[config.mk]
export PLATFORM = sky130hd
export DESIGN_NAME = reset_cause_rec
export DESIGN_NICKNAME = d
export VERILOG_FILES = /design/src/rtl/rcr_pkg.sv /design/src/rtl/rcr_req_field.sv /design/src/rtl/rcr_cause_pend.sv /design/src/rtl/rcr_reason_reg.sv /design/src/rtl/reset_cause_rec.sv
export SDC_FILE = /design/constraint.sdc
export NUM_CORES = 1
export LEC_CHECK = 0
export ABC_AREA = 1
export BUFFER_PORTS_ARGS = -buffer_cell sky130_fd_sc_hd__buf_2
export CAP_MARGIN = 20
export CORE_UTILIZATION = 34
export CTS_CLUSTER_SIZE = 14
export DETAILED_ROUTE_END_ITERATION = 8
export PLACE_DENSITY = 0.81
export SYNTH_ARGS = -nofsm -noshare
export SYNTH_HDL_FRONTEND = slang
export SYNTH_SLANG_ARGS = --single-unit
[constraint.sdc]
create_clock -name clk -period 0.8 [get_ports clk]
set_input_delay 0.04 -clock clk [delete_from_list [all_inputs] [get_ports clk]]
set_output_delay 0.04 -clock clk [all_outputs]
set_load 0.05 [all_outputs]
[src/rtl/rcr_pkg.sv]
// Package: rcr_pkg
// Shared constants for the reset cause recorder: the multi-bit boolean
// encodings, the fixed reason bit positions and the register addresses.
// Assumes a 4-bit multi-bit boolean with exactly one true code.
package rcr_pkg;

    localparam int          MB_W     = 4;
    localparam logic [3:0]  MB_TRUE  = 4'b0110;
    localparam logic [3:0]  MB_FALSE = 4'b1001;

    // Reason register bit positions (software decodes these)
    localparam int RSN_PWRUP  = 0;
    localparam int RSN_LPEXIT = 1;
    localparam int RSN_DBG    = 2;
    localparam int RSN_SW     = 3;
    localparam int RSN_HW_LSB = 4;

    // Register addresses
    localparam int ADDR_REQ    = 0;
    localparam int ADDR_REASON = 1;

    // True only for the exact multi-bit true code
    function automatic logic mb_is_true(input logic [MB_W-1:0] v);
        return v == MB_TRUE;
    endfunction

endpackage

[src/rtl/rcr_req_field.sv]
// Module: rcr_req_field
// Holds the 4-bit software reset request field. Software may store any
// code. A completion pulse forces it back to the false code and takes
// priority over a software write in the same cycle.
// Assumes wr_en and done are single-cycle strobes in the clk domain.
module rcr_req_field
    import rcr_pkg::*;
(
    input  logic            clk,
    input  logic            rst_n,
    input  logic            wr_en,
    input  logic [MB_W-1:0] wr_val,
    input  logic            done,
    output logic [MB_W-1:0] field_q,
    output logic            req_true
);

    logic [MB_W-1:0] field_d;

    // Next-state selection: completion clear beats software write
    always_comb begin
        field_d = field_q;
        if (done) begin
            field_d = MB_FALSE;
        end else if (wr_en) begin
            field_d = wr_val;
        end
    end

    // Field register with synchronous reset to the false code
    always_ff @(posedge clk) begin
        if (!rst_n) begin
            field_q <= MB_FALSE;
        end else begin
            field_q <= field_d;
        end
    end

    // Decode: only the exact true code requests a reset
    assign req_true = mb_is_true(field_q);

endmodule

[src/rtl/rcr_cause_pend.sv]
// Module: rcr_cause_pend
// Keeps one pending flag per pulsed reset cause until the next completion.
// The outgoing vector combines pending flags with pulses of the current
// cycle, so a cause arriving together with the completion is reported.
// Assumes pulses are one cycle wide and synchronous to clk.
module rcr_cause_pend #(
    parameter int NC = 6
) (
    input  logic          clk,
    input  logic          rst_n,
    input  logic [NC-1:0] pulse,
    input  logic          done,
    output logic [NC-1:0] cause_now
);

    logic [NC-1:0] pend_q;

    generate
        for (genvar i = 0; i < NC; i++) begin : g_pend
            // Per-cause flag: set by its pulse, cleared by completion
            always_ff @(posedge clk) begin
                if (!rst_n) begin
                    pend_q[i] <= 1'b0;
                end else if (done) begin
                    pend_q[i] <= 1'b0;
                end else if (pulse[i]) begin
                    pend_q[i] <= 1'b1;
                end
            end

            // Causes due for recording in this cycle
            assign cause_now[i] = pend_q[i] | pulse[i];
        end
    endgenerate

endmodule

[src/rtl/rcr_reason_reg.sv]
// Module: rcr_reason_reg
// Sticky reason register, cleared bit by bit by writing ones. A hardware
// set wins over a clear of the same bit in the same cycle. Bit 0 resets
// to 1 and has no hardware set path; the caller keeps set_mask[0] at 0.
// Assumes RW >= 1.
module rcr_reason_reg #(
    parameter int RW = 8
) (
    input  logic          clk,
    input  logic          rst_n,
    input  logic          clr_en,
    input  logic [RW-1:0] clr_mask,
    input  logic          set_en,
    input  logic [RW-1:0] set_mask,
    output logic [RW-1:0] reason_q
);

    localparam logic [RW-1:0] RST_VAL = RW'(1);

    logic [RW-1:0] cleared;
    logic [RW-1:0] reason_d;

    // Apply the clear first, then OR in hardware sets so sets win
    always_comb begin
        cleared  = clr_en ? (reason_q & ~clr_mask) : reason_q;
        reason_d = set_en ? (cleared | set_mask) : cleared;
    end

    // Reason storage with synchronous reset (power-up bit set)
    always_ff @(posedge clk) begin
        if (!rst_n) begin
            reason_q <= RST_VAL;
        end else begin
            reason_q <= reason_d;
        end
    end

endmodule

[src/rtl/reset_cause_rec.sv]
// Module: reset_cause_rec
// Top of the reset cause recorder. Decodes register writes, routes cause
// pulses into pending flags, records causes into the reason register on
// each completion pulse and drives the software reset request.
// Assumes AW >= 2 and 4 + N_HW < DW. Reads are combinational.
module reset_cause_rec
    import rcr_pkg::*;
#(
    parameter int AW   = 2,
    parameter int DW   = 32,
    parameter int N_HW = 4
) (
    input  logic            clk,
    input  logic            rst_n,
    input  logic            reg_we,
    input  logic [AW-1:0]   reg_addr,
    input  logic [DW-1:0]   reg_wdata,
    output logic [DW-1:0]   reg_rdata,
    input  logic            lp_exit_pulse,
    input  logic            dbg_rst_pulse,
    input  logic [N_HW-1:0] hw_req_pulse,
    input  logic            rst_done_pulse,
    output logic            sw_rst_req
);

    localparam int RW = RSN_HW_LSB + N_HW;   // reason register width
    localparam int NC = 2 + N_HW;            // pulsed causes

    logic            sel_req;
    logic            sel_reason;
    logic [MB_W-1:0] field_q;
    logic            req_true;
    logic [NC-1:0]   cause_now;
    logic [RW-1:0]   set_mask;
    logic [RW-1:0]   reason_q;
    logic            unused_wdata;

    // Address decode for the two registers
    assign sel_req    = reg_addr == AW'(ADDR_REQ);
    assign sel_reason = reg_addr == AW'(ADDR_REASON);

    rcr_req_field u_req (
        .clk      (clk),
        .rst_n    (rst_n),
        .wr_en    (reg_we && sel_req),
        .wr_val   (reg_wdata[MB_W-1:0]),
        .done     (rst_done_pulse),
        .field_q  (field_q),
        .req_true (req_true)
    );

    rcr_cause_pend #(.NC(NC)) u_pend (
        .clk       (clk),
        .rst_n     (rst_n),
        .pulse     ({hw_req_pulse, dbg_rst_pulse, lp_exit_pulse}),
        .done      (rst_done_pulse),
        .cause_now (cause_now)
    );

    // Map causes onto reason bit positions; power-up bit has no set path
    always_comb begin
        set_mask                         = '0;
        set_mask[RSN_LPEXIT]             = cause_now[0];
        set_mask[RSN_DBG]                = cause_now[1];
        set_mask[RSN_SW]                 = req_true;
        set_mask[RSN_HW_LSB +: N_HW]     = cause_now[2 +: N_HW];
    end

    rcr_reason_reg #(.RW(RW)) u_reason (
        .clk      (clk),
        .rst_n    (rst_n),
        .clr_en   (reg_we && sel_reason),
        .clr_mask (reg_wdata[RW-1:0]),
        .set_en   (rst_done_pulse),
        .set_mask (set_mask),
        .reason_q (reason_q)
    );

    // Combinational read mux, unused addresses return zero
    always_comb begin
        reg_rdata = '0;
        if (sel_req) begin
            reg_rdata[MB_W-1:0] = field_q;
        end else if (sel_reason) begin
            reg_rdata[RW-1:0] = reason_q;
        end
    end

    assign sw_rst_req   = req_true;
    assign unused_wdata = ^reg_wdata[DW-1:RW];

endmodule

==> results of run 1 <==
-- what timing repair did --
| action | 4_1_cts | 5_1_grt |
|---|---|---|
| resized for setup | 39 | 9 |
| setup buffers | 2 | 2 |
| endpoints found under the setup margin | 10 | 10 |
| cloned | 0 | 0 |
| pin swaps | 8 | 4 |
| endpoints found under the hold margin | 8 | 0 |
| hold buffers | 8 | 0 |
-- power by group through the flow --
| stage | Combinational, mW | Sequential [mW] | Clock [mW] |
|---|---|---|---|
| 3_5_place_dp | 0.569 | 0.983 | 0 |
| 5_1_grt | 0.705 | 0.971 | 0.614 |
| 4_1_cts | 0.647 | 0.964 | 0.563 |
| 2_1_floorplan | 0.548 | 0.978 | 0 |
| 3_3_place_gp | 0.566 | 0.982 | 0 |
| 6_report | 0.660 | 0.965 | 0.554 |
-- final timing paths --
path | from | to | slack (ns) | depth (start not counted)
max | u_req.field_q[2] | reg_rdata[2] | -0.30 | 2
min reg2reg | u_reason.reason_q[2] | u_reason.reason_q[2] | 0.47 | 2
min | hw_req_pulse[0] | u_pend.pend_q[2] | 0.0009 | 3
max reg2reg | u_req.field_q[3] | u_reason.reason_q[3] | -0.18 | 5
-- cells by family after synthesis --
group | after synthesis | share of synthesized area
and+or+nand+nor | 51 | 0.251
buffers and inverters | 35 | 0.248
AOI/OAI and AO/OA | 19 | 0.116
DFF | 18 | 0.380
other | 1 | 0.00396
-- flip-flops by register name, indices dropped and copies added (netlist names) --
| signal | count |
|---|---|
| u_pend.pend_q | 6 |
| u_reason.reason_q | 8 |
| u_req.field_q | 4 |
-- cells in the final DEF, fill, tap and decap left out, drive strengths merged --
master / netlist / routed
nand4: 7 / 7
clkinv: 1 / 1
nor3: 1 / 1
buf: 26 / 37
inv: 8 / 8
dlygate4sd3: 0 / 8
clkbuf: 0 / 4
nand3: 3 / 3
a21oi: 7 / 7
dfxtp: 18 / 18
nand3b: 1 / 1
a22o: 4 / 4
o21ai: 8 / 8
nand2: 16 / 16
conb: 1 / 24
nor2: 23 / 23
-- routing by layer --
metal / global-route usage / vias up
li1: - / 452
met5: 0 / -
met3: 0.0389 / 2
met1: 0.167 / 402
met2: 0.251 / 34
met4: 0.0427 / 0
-- area by class of cell --
| type | count | area, µm² | area share |
|---|---|---|---|
| well taps | 30 | 37.5 | 0.0271 |
| inverters | 9 | 38.8 | 0.0281 |
| clock buffers | 4 | 36.3 | 0.0262 |
| flip-flops and latches | 18 | 375 | 0.271 |
| repair buffers | 45 | 374 | 0.271 |
| multi-input cells | 94 | 520 | 0.376 |
-- per-stage QoR --
stage / worst slack [ns] / hold slack, ns
after CTS: -0.294 / 0.000889
after global routing: -0.339 / 0.00799
final: -0.299 / 0.000888
after floorplan: -0.0693 / 0.109
after detailed placement: -0.0690 / 0.225
after global placement: -0.0747 / 0.223
-- worst max-delay path: stages (launching register included) --
cell and delay [ns]:
sky130_fd_sc_hd__dfxtp_2 0.35, sky130_fd_sc_hd__a22o_2 0.27, sky130_fd_sc_hd__buf_6 0.15
==> flow_metrics.env, run 1 <==
export IMPL_sequentialPowerShare=0.443
export IMPL_setup_tns_final_ns=-2.28
export IMPL_final_critical_period_ns=1.10
export IMPL_power_density_nw_per_um2=1580
export IMPL_routed_wire_length_on_met2_um=1060
export IMPL_post_synth_main_area_contributors="sky130_fd_sc_hd__dfxtp_1 38%, sky130_fd_sc_hd__buf_4 19%, sky130_fd_sc_hd__nor2_1 8.3%"
export IMPL_final_critical_path_setup_slack_ns=-0.299
export IMPL_worstSetupStartpointType="flop"
export IMPL_tritoncts_num_buffers=3
export IMPL_clkPwrFrac=0.254
export IMPL_finalInstanceArea_um2=1380
export IMPL_timing_fmax_mhz=910
export IMPL_detailed_route_wire_length_per_cell_um=10.3
export IMPL_route_detailed_drc=0
export IMPL_synth_warning_count=0
export IMPL_synth_most_common_cell="sky130_fd_sc_hd__buf_4"
export IMPL_grt_util_all_layers=0.143
export IMPL_synth_main_ff_cell="sky130_fd_sc_hd__dfxtp_1"
export IMPL_final_hold_fails=0
export IMPL_grt_remaining_overflow=0
export IMPL_rsz0062_at_grt="yes"
export IMPL_run_status="finished with violations"
export IMPL_initial_core_util=0.372
export IMPL_crit_arrival_ns=1.06
export IMPL_dp_final_hpwl_um=1500
export IMPL_netlist_cell_types=22
export IMPL_via_density=4.45
export IMPL_synth_area_leader_cell="sky130_fd_sc_hd__dfxtp_1"
export IMPL_die_area_um2=3000
export IMPL_gp_congestion=0.794
export IMPL_num_antenna_cells=0
export IMPL_detail_route_first_pass_iterations=4
export IMPL_finish_utilization=0.543
export IMPL_die_height_um=54.8
export IMPL_switching_part_of_the_total=0.355
export IMPL_cts_root_buffer="sky130_fd_sc_hd__clkbuf_4"
export IMPL_intPower_mw=1.40
export IMPL_ctsLongestPathBuffers=2
export IMPL_vdd_ir_drop_max_mv=0.856
export IMPL_fin_skew_ns=0.00147
export IMPL_filler_cell_count=226
export IMPL_total_number_of_h_tree_levels=1
export IMPL_synth_seq_area_share=0.380
export IMPL_mappedNetlistArea_um2=947
export IMPL_worst_setup_hold_path_clk_slew_ns=0.10
export IMPL_first_pass_grt_wire_length_um=3030
export IMPL_pin_count=77
export IMPL_ys_async_sr_fraction=0
export IMPL_setup_viol=12
export IMPL_drv_slew=0
export IMPL_synth_edff_count=0
export IMPL_failed_checks="setup timing"
export IMPL_synth_top_area_frac=0.380
export IMPL_power_net_switching_mw=0.774
export IMPL_flow_area_growth_from_synthesis_pct=46.0
export IMPL_die_width_um=54.8
export IMPL_power_total_mw=2.18
export IMPL_synth_common_cells="24 x sky130_fd_sc_hd__buf_4, 21 x sky130_fd_sc_hd__nor2_1, 18 x sky130_fd_sc_hd__dfxtp_1"
export IMPL_criticalPathCategory="reg2out"
export IMPL_final_nets=215
export IMPL_dr_total_vias=890
export IMPL_portion_of_the_clock_cycle_consumed_by_the_worst_path_in_the_final_layout=1.37
export IMPL_placed_cells_incl_taps=184
export IMPL_topRoutingLayerUsed="met4"
export IMPL_cp_data_required_time_ns=0.76
export IMPL_power_combinational_fraction=0.303
export IMPL_drtIter0Drc=19
export IMPL_max_capacitance_violation_count=0
export IMPL_drive_above_1_share=0.435
export IMPL_power_static_leakage_nw=0.647
export IMPL_worst_hold_path_type="in2reg"
export IMPL_cts_tree="yes"
export IMPL_m1WireLength_um=853
export IMPL_totalWireLength_um=2070
export IMPL_grt_start_max_net_pins=11
export IMPL_port_buffer_count=28
export IMPL_antenna_violating_nets_post_route=0
export IMPL_wl_met3_um=137
export IMPL_crit_path_end_kind="output port"
export IMPL_placement_rows=18
export IMPL_crit_fanout=3
export IMPL_core_area_um2=2540
export IMPL_postSynthRegisterBits=18
export IMPL_post_synth_inst_count=124
export IMPL_antenna_found_initial=0
export IMPL_finalNonFillerCells=200
export IMPL_cts_num_sinks=18
export IMPL_grt_pass1_vias=766
export IMPL_detailed_place_area_um2=1100
export IMPL_post_synth_cell_area_avg_um2=7.64
export IMPL_worst_skew_pair_late_latency_ns=0.29
No activity file was read; power rests on OpenSTA's default activity.
==> inputs of run 2 (changes only) <==
--- a/config.mk
+++ b/config.mk
@@ -5,13 +5,14 @@
 export SDC_FILE = /design/constraint.sdc
 export NUM_CORES = 1
 export LEC_CHECK = 0
-export ABC_AREA = 1
 export BUFFER_PORTS_ARGS = -buffer_cell sky130_fd_sc_hd__buf_2
 export CAP_MARGIN = 20
-export CORE_UTILIZATION = 34
+export CORE_UTILIZATION = 35
 export CTS_CLUSTER_SIZE = 14
 export DETAILED_ROUTE_END_ITERATION = 8
 export PLACE_DENSITY = 0.81
+export SETUP_SLACK_MARGIN = 0.02
+export SKIP_CTS_REPAIR_TIMING = 1
 export SYNTH_ARGS = -nofsm -noshare
 export SYNTH_HDL_FRONTEND = slang
 export SYNTH_SLANG_ARGS = --single-unit
==> flow_metrics.env, run 2 <==
export IMPL_post_synth_inst_count=113
export IMPL_leading_cell_type_in_the_layout_fill_and_taps_excluded="sky130_fd_sc_hd__conb_1"
export IMPL_num_antenna_cells=0
export IMPL_netlist_cell_types=23
export IMPL_crit_path_end_kind="output port"
export IMPL_die_width_um=56.0
export IMPL_largest_register_ff_count=8
export IMPL_cts_tree="yes"
export IMPL_initial_core_util=0.370
export IMPL_core_area_um2=2760
export IMPL_layout_common_cells="24 x sky130_fd_sc_hd__conb_1, 18 x sky130_fd_sc_hd__buf_2, 12 x sky130_fd_sc_hd__nor2_1"
export IMPL_regArea_um2=380
export IMPL_via_density=4.54
export IMPL_synth_warning_count=0
export IMPL_portion_of_the_clock_cycle_consumed_by_the_worst_path_in_the_final_layout=1.45
export IMPL_post_synth_main_area_contributors="sky130_fd_sc_hd__dfxtp_1 35%, sky130_fd_sc_hd__buf_4 18%, sky130_fd_sc_hd__mux2i_1 7.9%"
export IMPL_cts_root_buffer="sky130_fd_sc_hd__clkbuf_4"
export IMPL_crit_arrival_ns=1.12
export IMPL_synth_edff_count=0
export IMPL_placed_cells_incl_taps=173
export IMPL_final_hold_fails=1
export IMPL_synth_top_area_frac=0.353
export IMPL_sequentialPowerShare=0.467
export IMPL_worst_skew_pair_late_latency_ns=0.29
export IMPL_worst_path_largest_cell_delay_ns=0.34
export IMPL_drv_slew=0
export IMPL_detailed_route_wire_length_per_cell_um=11.7
export IMPL_cp_data_required_time_ns=0.76
export IMPL_power_total_mw=2.08
export IMPL_filler_cell_count=256
export IMPL_grt_start_max_net_pins=16
export IMPL_ctsLongestPathBuffers=2
export IMPL_synth_common_cells="25 x sky130_fd_sc_hd__buf_4, 18 x sky130_fd_sc_hd__dfxtp_1, 16 x sky130_fd_sc_hd__nor2_1"
export IMPL_finalNonFillerCells=183
export IMPL_synth_main_ff_cell="sky130_fd_sc_hd__dfxtp_1"
export IMPL_worst_setup_hold_path_clk_slew_ns=0.10
export IMPL_ys_async_sr_fraction=0
export IMPL_max_capacitance_violation_count=0
export IMPL_mappedNetlistArea_um2=1020
export IMPL_worst_hold_path_type="in2reg"
export IMPL_timing_critical_path_cells="and4bb_4 > buf_8"
export IMPL_detail_route_first_pass_iterations=4
export IMPL_die_height_um=56.0
export IMPL_final_critical_period_ns=1.16
export IMPL_setup_viol=10
export IMPL_antenna_violating_nets_post_route=0
export IMPL_gp_congestion=0.725
export IMPL_post_synth_cell_area_avg_um2=9.02
export IMPL_grt_remaining_overflow=0
export IMPL_drive_above_1_share=0.454
export IMPL_criticalPathCategory="reg2out"
export IMPL_worstSetupStartpointType="flop"
export IMPL_failed_checks="hold timing, setup timing"
export IMPL_flow_area_growth_from_synthesis_pct=36.3
export IMPL_switching_part_of_the_total=0.361
export IMPL_power_density_nw_per_um2=1500
export IMPL_dr_total_vias=830
export IMPL_route_detailed_drc=0
export IMPL_clkPwrFrac=0.211
export IMPL_first_pass_grt_wire_length_um=3250
export IMPL_antenna_found_initial=0
export IMPL_timing_fmax_mhz=862
export IMPL_drtIter0Drc=6
export IMPL_power_net_switching_mw=0.750
export IMPL_placement_rows=19
export IMPL_registers_top_by_ff_count="u_reason.reason_q"
export IMPL_grt_util_all_layers=0.131
export IMPL_power_static_leakage_nw=0.627
export IMPL_rsz0062_at_grt="yes"
export IMPL_crit_fanout=3
export IMPL_synth_area_leader_cell="sky130_fd_sc_hd__dfxtp_1"
export IMPL_totalWireLength_um=2150
export IMPL_port_buffer_count=28
export IMPL_intPower_mw=1.33
export IMPL_vdd_ir_drop_max_mv=1.01
export IMPL_synth_most_common_cell="sky130_fd_sc_hd__buf_4"
export IMPL_combined_area_of_the_multi_input_logic_cells_um2=606
export IMPL_final_nets=198
export IMPL_tritoncts_num_buffers=3
export IMPL_dp_final_hpwl_um=1510
export IMPL_synth_seq_area_share=0.353
export IMPL_top_regs="u_reason.reason_q (8), u_pend.pend_q (6), u_req.field_q (4)"
export IMPL_total_number_of_h_tree_levels=1
export IMPL_setup_slack_after_placement_ns=-0.140
export IMPL_final_critical_path_setup_slack_ns=-0.360
export IMPL_critical_path_slowest_cell="sky130_fd_sc_hd__dfxtp_2"
export IMPL_fin_hold_ws_ns=-0.00776
export IMPL_die_area_um2=3130
export IMPL_fin_skew_ns=0.00661
export IMPL_pin_count=77
export IMPL_grt_pass1_vias=740
export IMPL_postSynthRegisterBits=18
export IMPL_cts_num_sinks=18
export IMPL_run_status="finished with violations"
export IMPL_power_combinational_fraction=0.321
run 2: stage by stage:
stage	util	TNS (ns)	instance area, µm²
3_5_place_dp	0.418	-1.73	1150
2_1_floorplan	-	-0.191	1130
4_1_cts	0.426	-2.98	1180
3_3_place_gp	0.418	-1.60	1150
5_1_grt	0.504	-2.43	1390
6_report	0.504	-1.96	1390
run 2: worst max-delay path: cells and delay by family, from the launching register on:
family                 cells  cell delay [ns]
buffers and inverters      1             0.15
flip-flops                 1             0.34
AND/OR/NAND/NOR            1             0.34
run 2: routing by layer:
metal  track usage  wire [µm]  vias up  part of all wire
li1              -          -      419                 -
met1         0.177        969      376              0.45
met2         0.209       1040       33              0.49
met3        0.0256        117        2             0.054
met4        0.0418         17        0            0.0079
met5             0          0        -                 0
run 2: power by group through the flow:
| stage | sequential, mW | clock, mW | combinational, mW |
|---|---|---|---|
| final | 0.971 | 0.439 | 0.668 |
| after floorplan | 0.977 | 0 | 0.553 |
| after CTS | 0.962 | 0.456 | 0.576 |
| after global placement | 0.981 | 0 | 0.569 |
| after detailed placement | 0.983 | 0 | 0.576 |
| after global routing | 0.976 | 0.502 | 0.706 |
run 2: layout make-up:
class | instances | area share
inverter | 1 | 0.00270
multi-input combinational | 88 | 0.436
tap | 31 | 0.0279
clock buffer | 3 | 0.0162
timing repair buffer | 42 | 0.244
sequential | 18 | 0.274
run 2: path summary, 6_finish.rpt:
check	start	endpoint	slack, ns	cells after the start
setup reg to reg	u_req.field_q[0]	u_reason.reason_q[3]	-0.09	2
hold / removal	hw_req_pulse[0]	u_pend.pend_q[2]	-0.008	3
setup / recovery	u_req.field_q[3]	sw_rst_req	-0.36	2
hold reg to reg	u_pend.pend_q[0]	u_pend.pend_q[0]	0.46	2
run 2: cell families after synthesis:
logic type      synth area share
compound gates            0.0515
flops                      0.353
simple gates               0.301
buf+inv                    0.212
mux                       0.0785
other cells              0.00368
